===== config.mk =====
export PLATFORM = sky130hd
export DESIGN_NAME = cw_erasure_ctrl
export DESIGN_NICKNAME = d
export VERILOG_FILES = /design/src/rtl/cwe_pkg.sv /design/src/rtl/cwe_xor_tree.sv /design/src/rtl/cwe_match.sv /design/src/rtl/cwe_decide.sv /design/src/rtl/cw_erasure_ctrl.sv
export SDC_FILE = /design/constraint.sdc
export NUM_CORES = 1
export LEC_CHECK = 0
export BUFFER_PORTS_ARGS = -buffer_cell sky130_fd_sc_hd__buf_2
export CELL_PAD_IN_SITES_DETAIL_PLACEMENT = 1
export CELL_PAD_IN_SITES_GLOBAL_PLACEMENT = 1
export CORE_AREA = 2 2 449 451
export DETAILED_ROUTE_END_ITERATION = 10
export DIE_AREA = 0 0 451 453
export PLACE_DENSITY_LB_ADDON = 0.05
export RECOVER_POWER = 25
export SYNTH_ARGS = -nofsm -noshare
export SYNTH_HDL_FRONTEND = slang
export SYNTH_SLANG_ARGS = --single-unit

===== constraint.sdc =====
create_clock -name clk -period 20.2 [get_ports clk]
set_clock_uncertainty 0.05 [all_clocks]
set_input_delay 1.01 -clock clk [delete_from_list [all_inputs] [get_ports clk]]
set_output_delay 1.01 -clock clk [all_outputs]
set_load 0.005 [all_outputs]

===== src/rtl/cwe_pkg.sv =====
package cwe_pkg;
  typedef enum logic [1:0] {
    ST_CLEAN        = 2'd0,
    ST_FIXED_DATA   = 2'd1,
    ST_FIXED_PARITY = 2'd2,
    ST_UNCORR       = 2'd3
  } cwe_status_e;
endpackage


===== src/rtl/cwe_xor_tree.sv =====
// XOR reduction of N slices of W bits.
module cwe_xor_tree #(
  parameter int N = 8,
  parameter int W = 64
) (
  input  logic [N*W-1:0] slices_i,
  output logic [W-1:0]   xor_o
);
  always_comb begin
    xor_o = '0;
    for (int i = 0; i < N; i++) begin
      xor_o = xor_o ^ slices_i[i*W +: W];
    end
  end
endmodule


===== src/rtl/cwe_match.sv =====
// Compares every chip slice with the catch-word and summarises the hits.
module cwe_match #(
  parameter int              N     = 9,
  parameter int              W     = 64,
  parameter logic [W-1:0]    CW    = '0,
  parameter int              IDX_W = 4
) (
  input  logic [N*W-1:0]   slices_i,
  output logic [N-1:0]     hit_o,
  output logic             any_o,
  output logic             multi_o,
  output logic [IDX_W-1:0] idx_o
);
  genvar g;
  generate
    for (g = 0; g < N; g++) begin : g_cmp
      assign hit_o[g] = (slices_i[g*W +: W] == CW);
    end
  endgenerate

  // Descending scan: the lowest flagged index wins, a second hit sets multi.
  always_comb begin
    any_o   = 1'b0;
    multi_o = 1'b0;
    idx_o   = '0;
    for (int i = N-1; i >= 0; i--) begin
      if (hit_o[i]) begin
        multi_o = multi_o | any_o;
        any_o   = 1'b1;
        idx_o   = IDX_W'(i);
      end
    end
  end
endmodule


===== src/rtl/cwe_decide.sv =====
// Classifies a read and rebuilds the erased slice.
module cwe_decide
  import cwe_pkg::*;
#(
  parameter int NUM_DATA = 8,
  parameter int W        = 64,
  parameter int IDX_W    = 4
) (
  input  logic [NUM_DATA*W-1:0] data_i,
  input  logic [W-1:0]          parity_i,
  input  logic [NUM_DATA:0]     hit_i,
  input  logic                  any_i,
  input  logic                  multi_i,
  input  logic [IDX_W-1:0]      idx_i,
  input  logic [W-1:0]          data_xor_i,
  output logic [NUM_DATA*W-1:0] data_o,
  output logic [W-1:0]          parity_o,
  output cwe_status_e           status_o,
  output logic [IDX_W-1:0]      chip_o
);
  logic [W-1:0]          syndrome;
  logic [NUM_DATA*W-1:0] rebuilt;

  assign syndrome = data_xor_i ^ parity_i;

  // XOR with the syndrome cancels the slice itself, leaving parity ^ others.
  genvar g;
  generate
    for (g = 0; g < NUM_DATA; g++) begin : g_fix
      assign rebuilt[g*W +: W] = hit_i[g] ? (data_i[g*W +: W] ^ syndrome)
                                          : data_i[g*W +: W];
    end
  endgenerate

  always_comb begin
    data_o   = data_i;
    parity_o = parity_i;
    status_o = ST_CLEAN;
    chip_o   = '0;
    if (syndrome != '0) begin
      if (!any_i || multi_i) begin
        status_o = ST_UNCORR;
      end else if (hit_i[NUM_DATA]) begin
        status_o = ST_FIXED_PARITY;
        chip_o   = idx_i;
        parity_o = data_xor_i;
      end else begin
        status_o = ST_FIXED_DATA;
        chip_o   = idx_i;
        data_o   = rebuilt;
      end
    end
  end
endmodule


===== src/rtl/cw_erasure_ctrl.sv =====
module cw_erasure_ctrl
  import cwe_pkg::*;
#(
  parameter int                      NUM_DATA   = 8,
  parameter int                      BEAT_W     = 8,
  parameter int                      BEATS      = 8,
  parameter logic [BEAT_W*BEATS-1:0] CATCH_WORD = 64'hC3A5_5A3C_F00D_0FF0,
  localparam int SLICE_W = BEAT_W*BEATS,
  localparam int DATA_W  = NUM_DATA*SLICE_W,
  localparam int CHIP_W  = $clog2(NUM_DATA+1)
) (
  input  logic               clk,
  input  logic               rst,
  input  logic               in_valid,
  output logic               in_ready,
  input  logic               in_write,
  input  logic [DATA_W-1:0]  in_data,
  input  logic [SLICE_W-1:0] in_parity,
  output logic               out_valid,
  input  logic               out_ready,
  output logic [DATA_W-1:0]  out_data,
  output logic [SLICE_W-1:0] out_parity,
  output logic [1:0]         out_status,
  output logic [CHIP_W-1:0]  out_chip
);
  logic [SLICE_W-1:0] data_xor;
  logic [NUM_DATA:0]  hit;
  logic               any_hit, multi_hit;
  logic [CHIP_W-1:0]  hit_idx;
  logic [DATA_W-1:0]  dec_data;
  logic [SLICE_W-1:0] dec_parity;
  cwe_status_e        dec_status;
  logic [CHIP_W-1:0]  dec_chip;

  cwe_xor_tree #(.N(NUM_DATA), .W(SLICE_W)) u_xor (
    .slices_i (in_data),
    .xor_o    (data_xor)
  );

  // Parity chip sits above the data slices, at index NUM_DATA.
  cwe_match #(.N(NUM_DATA+1), .W(SLICE_W), .CW(CATCH_WORD), .IDX_W(CHIP_W)) u_match (
    .slices_i ({in_parity, in_data}),
    .hit_o    (hit),
    .any_o    (any_hit),
    .multi_o  (multi_hit),
    .idx_o    (hit_idx)
  );

  cwe_decide #(.NUM_DATA(NUM_DATA), .W(SLICE_W), .IDX_W(CHIP_W)) u_dec (
    .data_i     (in_data),
    .parity_i   (in_parity),
    .hit_i      (hit),
    .any_i      (any_hit),
    .multi_i    (multi_hit),
    .idx_i      (hit_idx),
    .data_xor_i (data_xor),
    .data_o     (dec_data),
    .parity_o   (dec_parity),
    .status_o   (dec_status),
    .chip_o     (dec_chip)
  );

  assign in_ready = !out_valid || out_ready;

  always_ff @(posedge clk) begin
    if (rst) begin
      out_valid <= 1'b0;
    end else if (in_ready) begin
      out_valid <= in_valid;
    end
  end

  // Datapath registers carry no reset; they are qualified by out_valid.
  always_ff @(posedge clk) begin
    if (in_valid && in_ready) begin
      out_data <= in_write ? in_data : dec_data;
      if (in_write) begin
        out_parity <= data_xor;
        out_status <= ST_CLEAN;
        out_chip   <= '0;
      end else begin
        out_parity <= dec_parity;
        out_status <= dec_status;
        out_chip   <= dec_chip;
      end
    end
  end
endmodule


Word level (Yosys, flattened, before mapping)
Index checks and enable logic that the tools add are counted.

cells by class
  add/subtract/negate cells = 0
  $mul = 0
  div/mod/pow operators = 0
  order comparisons = 0
  equality and inequality tests = 9
  shift operators = 0
  multiplexer cells = 43
  bitwise operators = 24
  reductions and logical operators = 11

operators by type and width
  operator                               number
  two-way mux 512 bit                    4
  XOR 64 bit                             16
  two-way mux 64 bit                     12
  == test 64 bit, second input constant  9
  nonzero test 64 bit                    1
  two-way mux 1 bit                      18
  two-way mux 3 bit                      4
  OR reduction 11 bit                    1
  two-way mux 2 bit                      4
  OR 1 bit                               7
  OR reduction 7 bit                     1
  OR reduction 5 bit                     1
  two-way mux 4 bit                      1
  OR reduction 4 bit                     1
  zero test 1 bit                        2
  logical OR 1 bit                       2
  OR reduction 2 bit                     1
  logical AND 1 bit                      1
  NOT 1 bit                              1

storage, ports and cells
  register bits after elaboration = 583
  latch bits = 0
  memory bits (writable) = 0
  bits in read-only memories = 0
  logic and storage cells = 95
  memories kept = 0

Longest topological paths before layout
  depth after elaboration = 21
  mapped depth = 11
  gate-level depth less buffers = 8

Hierarchy
Synthesis repeated with hierarchy kept, for this count alone.

second synthesis, totals
  cell total of the unflattened synthesis = 3167
  area total of the unflattened synthesis = 39029.9 um2

by module, submodules not included
  module           instances  cells each  area an instance (um2)  sequential area each (um2)
  cw_erasure_ctrl  1          1234        24773.8                 17496.8
  cwe_decide       1          1255        8446.9                  0.0
  cwe_xor_tree     1          448         3923.8                  0.0
  cwe_match        1          230         1885.6                  0.0

Least setup slack after synthesis
OpenSTA, ideal clock, no wires.

  kind = in2reg
  start point = in out_ready
  end point = reg out_chip[0], enable pin
  library setup time = 1026 ps
  arrival time = 14321 ps
  path slack = 4804 ps
  cell stages on the path = 2
  buffers on the path = 0
  path through = nand2b_1 > and2_1

between the ends
  cells in the longest elaborated chain, start to end = 2

ends and longest elaborated chain
  element                 RTL line               RTL
  start: declaration      cw_erasure_ctrl.sv:20  input logic out_ready,
  logical OR 1 bit        cw_erasure_ctrl.sv:63  assign in_ready = !out_valid || out_ready;
  logical AND 1 bit       cw_erasure_ctrl.sv:75  if (in_valid && in_ready) begin
  end signal: assignment  cw_erasure_ctrl.sv:84  out_chip <= dec_chip;
  end: declaration        cw_erasure_ctrl.sv:24  output logic [CHIP_W-1:0] out_chip

No other way between the ends.
A chain may end at the register's enable or synchronous reset.

Worst setup path after layout
  start point = in out_ready
  end point = reg out_data[439], enable pin

between the ends
  cells in the longest elaborated chain, start to end = 2

ends and longest elaborated chain
  element                 RTL line               RTL
  logical OR 1 bit        cw_erasure_ctrl.sv:63
  logical AND 1 bit       cw_erasure_ctrl.sv:75
  end signal: assignment  cw_erasure_ctrl.sv:76  out_data <= in_write ? in_data : dec_data;
  end: declaration        cw_erasure_ctrl.sv:21  output logic [DATA_W-1:0] out_data,

No other way between the ends.

==> run metrics <==
PortBufs=1164; most common cell in the synthesized netlist=edfxtp_1; Congestion Overflow GR=0; Reg power frac=32.5%; Post-Layout Cell Count=~6300; RD Place Congestion=0.8375; Layout Nets=4101; # clock sinks=583; Synth cell types=55; max-slew violations=47; pin count of the biggest net entering global routing=134; design area=44450 um2; Final Power=4.492 mW; PostCTS Resize Cnt=0; Crit. End Element=flop; post-route ant nets=0; num ports=1165; Cell Pwr Density=a little over 100 nW/um2; DP Worst Slack=13140 ps; sequential area share after synthesis=a little over half; Netlist Area Pre-Place=32750 um2; placed inst area=approximately 42000 um2; Tmin final=7034 ps; wire per inst=roughly 41 um; CP startpoint kind=primary input; violated checks=max-capacitance violations, max-slew violations; Worst Path Max Fanout=58; Peak VDD IR=0.00006431 V; die width=approximately 450 um; layout cells sized above 1=29.81%; Hold Crit Class=in2reg; switching share of power=38.74%; drt first-iter violations=2034; Yosys top cell area share=53.36%; initial antenna violation count=106; dpl hpwl=212700 um; DRC=0; Slew @ Worst Pin=3642 ps; Layout Utilization=22.31%; Synth Flop Type=edfxtp_1; Post-Place Cells=6086; WS Path Type=in2reg; asr flop ratio synth=0%; hold buffers post-CTS=0; Die Ht=453 um; Logic pwr share=31.8%; first-pass GRT wire length=327100 um; DR vias=28900; slack of the critical path=about 13000 ps; Critical Path RT=20500 ps; leading area contributor after synthesis=edfxtp_1; fillers=between 20000 and 25000; TNS Setup=0 ps; status=complete, but fails checks; Leak=15.86 nW; max-cap violation count=1; Core Region=199200 um2; Rows=164; WL final=260100 um; Hold Worst Slack=410.9 ps; Worst-Skew Late Latency=710 ps; relative slew slack=-142.8%; Setup Fix Bufs, Post-CTS=0; clock transition at the registers of the reported paths=~50 ps; Die ar.=204300 um2; vias in the first global route=slightly below 30000; Clk network pwr share=35.7%; Area Overhead vs Synth=35.72%; commonest cells in the synthesized netlist=edfxtp_1 (582), xnor2_1 (481), a41o_1 (132); Ys Warns=0; Global Route Usage Sum=24.52%; syn avg cell area=14.09 um2; Synth Register Bits=583; internal power=2.752 mW; Sw Pwr=between 1.5 and 2 mW; syn nets=2906; DR pass1 iterations=5; Final Setup Violations=0; Worst EP arrival=7330 ps; dominant cells by area after synthesis=edfxtp_1 (53%), xnor2_1 (13%), xnor3_1 (4.4%); CTS tree=yes; number of synthesized flops with an enable pin=approximately 580; CTS Buf Count=88; Fin. Hold Viols=0; RSZ-0062 raised after global routing=no; Longest Clk Path Bufs=3; H-tree depth=3; final worst path period share=about a third; DR vias/cell=4.609; clock root cell=clkbuf_16; Post-Synthesis Cells=2325; Max Freq=142.2 MHz; Initial Util=between 15 and 20%
==> area by class of cell <==
class                      count  area, um2  area share (%)
antenna                       24      60.06          0.1351
clock buffer                 111       2395           5.387
clock inverter                49      452.9           1.019
inverter                       3      11.26         0.02533
multi-input combinational   1608      14760           33.20
sequential                   583      17500           39.36
tap                         2656       3323           7.476
timing repair buffer        1236       5958           13.40
==> layout by cell type (no fill, tap or decap), drive strengths merged, types with 24 or more instances in the layout <==
| cell type | netlist | layout |
|---|---|---|
| a211oi | 35 | 35 |
| a21oi | 66 | 66 |
| a41o | 132 | 132 |
| and4b | 64 | 64 |
| buf | 68 | 899 |
| clkbuf | 63 | 448 |
| clkinv | 0 | 37 |
| diode | 0 | 24 |
| edfxtp | 582 | 582 |
| nand4 | 90 | 90 |
| nor2 | 42 | 42 |
| nor4 | 40 | 40 |
| nor4b | 40 | 40 |
| nor4bb | 110 | 110 |
| o21a | 124 | 124 |
| o21bai | 132 | 132 |
| o41a | 124 | 124 |
| xnor2 | 481 | 481 |
| xnor3 | 64 | 64 |
==> path summary, 6_finish.rpt <==
| kind | start | to | slack (ps) | depth (start not counted) |
|---|---|---|---|---|
| setup / recovery | out_ready | out_data[439] | 13170 | 7 |
| hold / removal | rst | out_valid | 410 | 2 |
| setup reg to reg | out_valid | out_data[439] | 13260 | 6 |
| hold reg to reg | out_valid | out_valid | 480 | 2 |
==> metal layers <==
metal  vias to the layer above  share of wire, %  track usage (%)
met2                      1141                48            41.37
met4                        28               3.8            8.492
met1                     15330                43            31.52
met3                       349               4.7            4.096
li1                      12050                 -                -
met5                         -             0.071                0
==> kinds of logic after synthesis <==
group | Yosys count | share of synthesized area (%)
buffers and inverters | 134 | 1.990
AND/OR/NAND/NOR | 429 | 10.65
XOR/XNOR | 547 | 17.32
adder cells (fa/ha/maj) | 1 | 0.03056
multiplexers | 1 | 0.03438
flip-flops | 583 | 53.42
AO/OA/AOI/OAI | 630 | 16.56
==> worst max-delay path: stages <==
cell and delay (ps):
buf_2 70, nand2b_1 130, and2_0 2610, buf_4 1040, buf_4 810, buf_4 740
buf_4 680
==> power groups by stage <==
| stage | logic, mW | registers [mW] | clock network, mW |
|---|---|---|---|
| final | 1.43 | 1.46 | 1.60 |
| after global routing | 1.48 | 1.47 | 1.69 |
| after CTS | 1.46 | 1.46 | 1.66 |
| after detailed placement | 1.45 | 1.48 | 0 |
| after global placement | 1.46 | 1.48 | 0 |
| after floorplan | 0.491 | 1.53 | 0 |
==> registers in the layout, indices dropped and copies added, names as in the netlist <==
| signal | cells |
|---|---|
| out_data | 512 |
| out_chip | 4 |
| out_status | 2 |
| out_parity | 64 |
| out_valid | 1 |
Note: power is estimated with default switching activity, not from simulation.
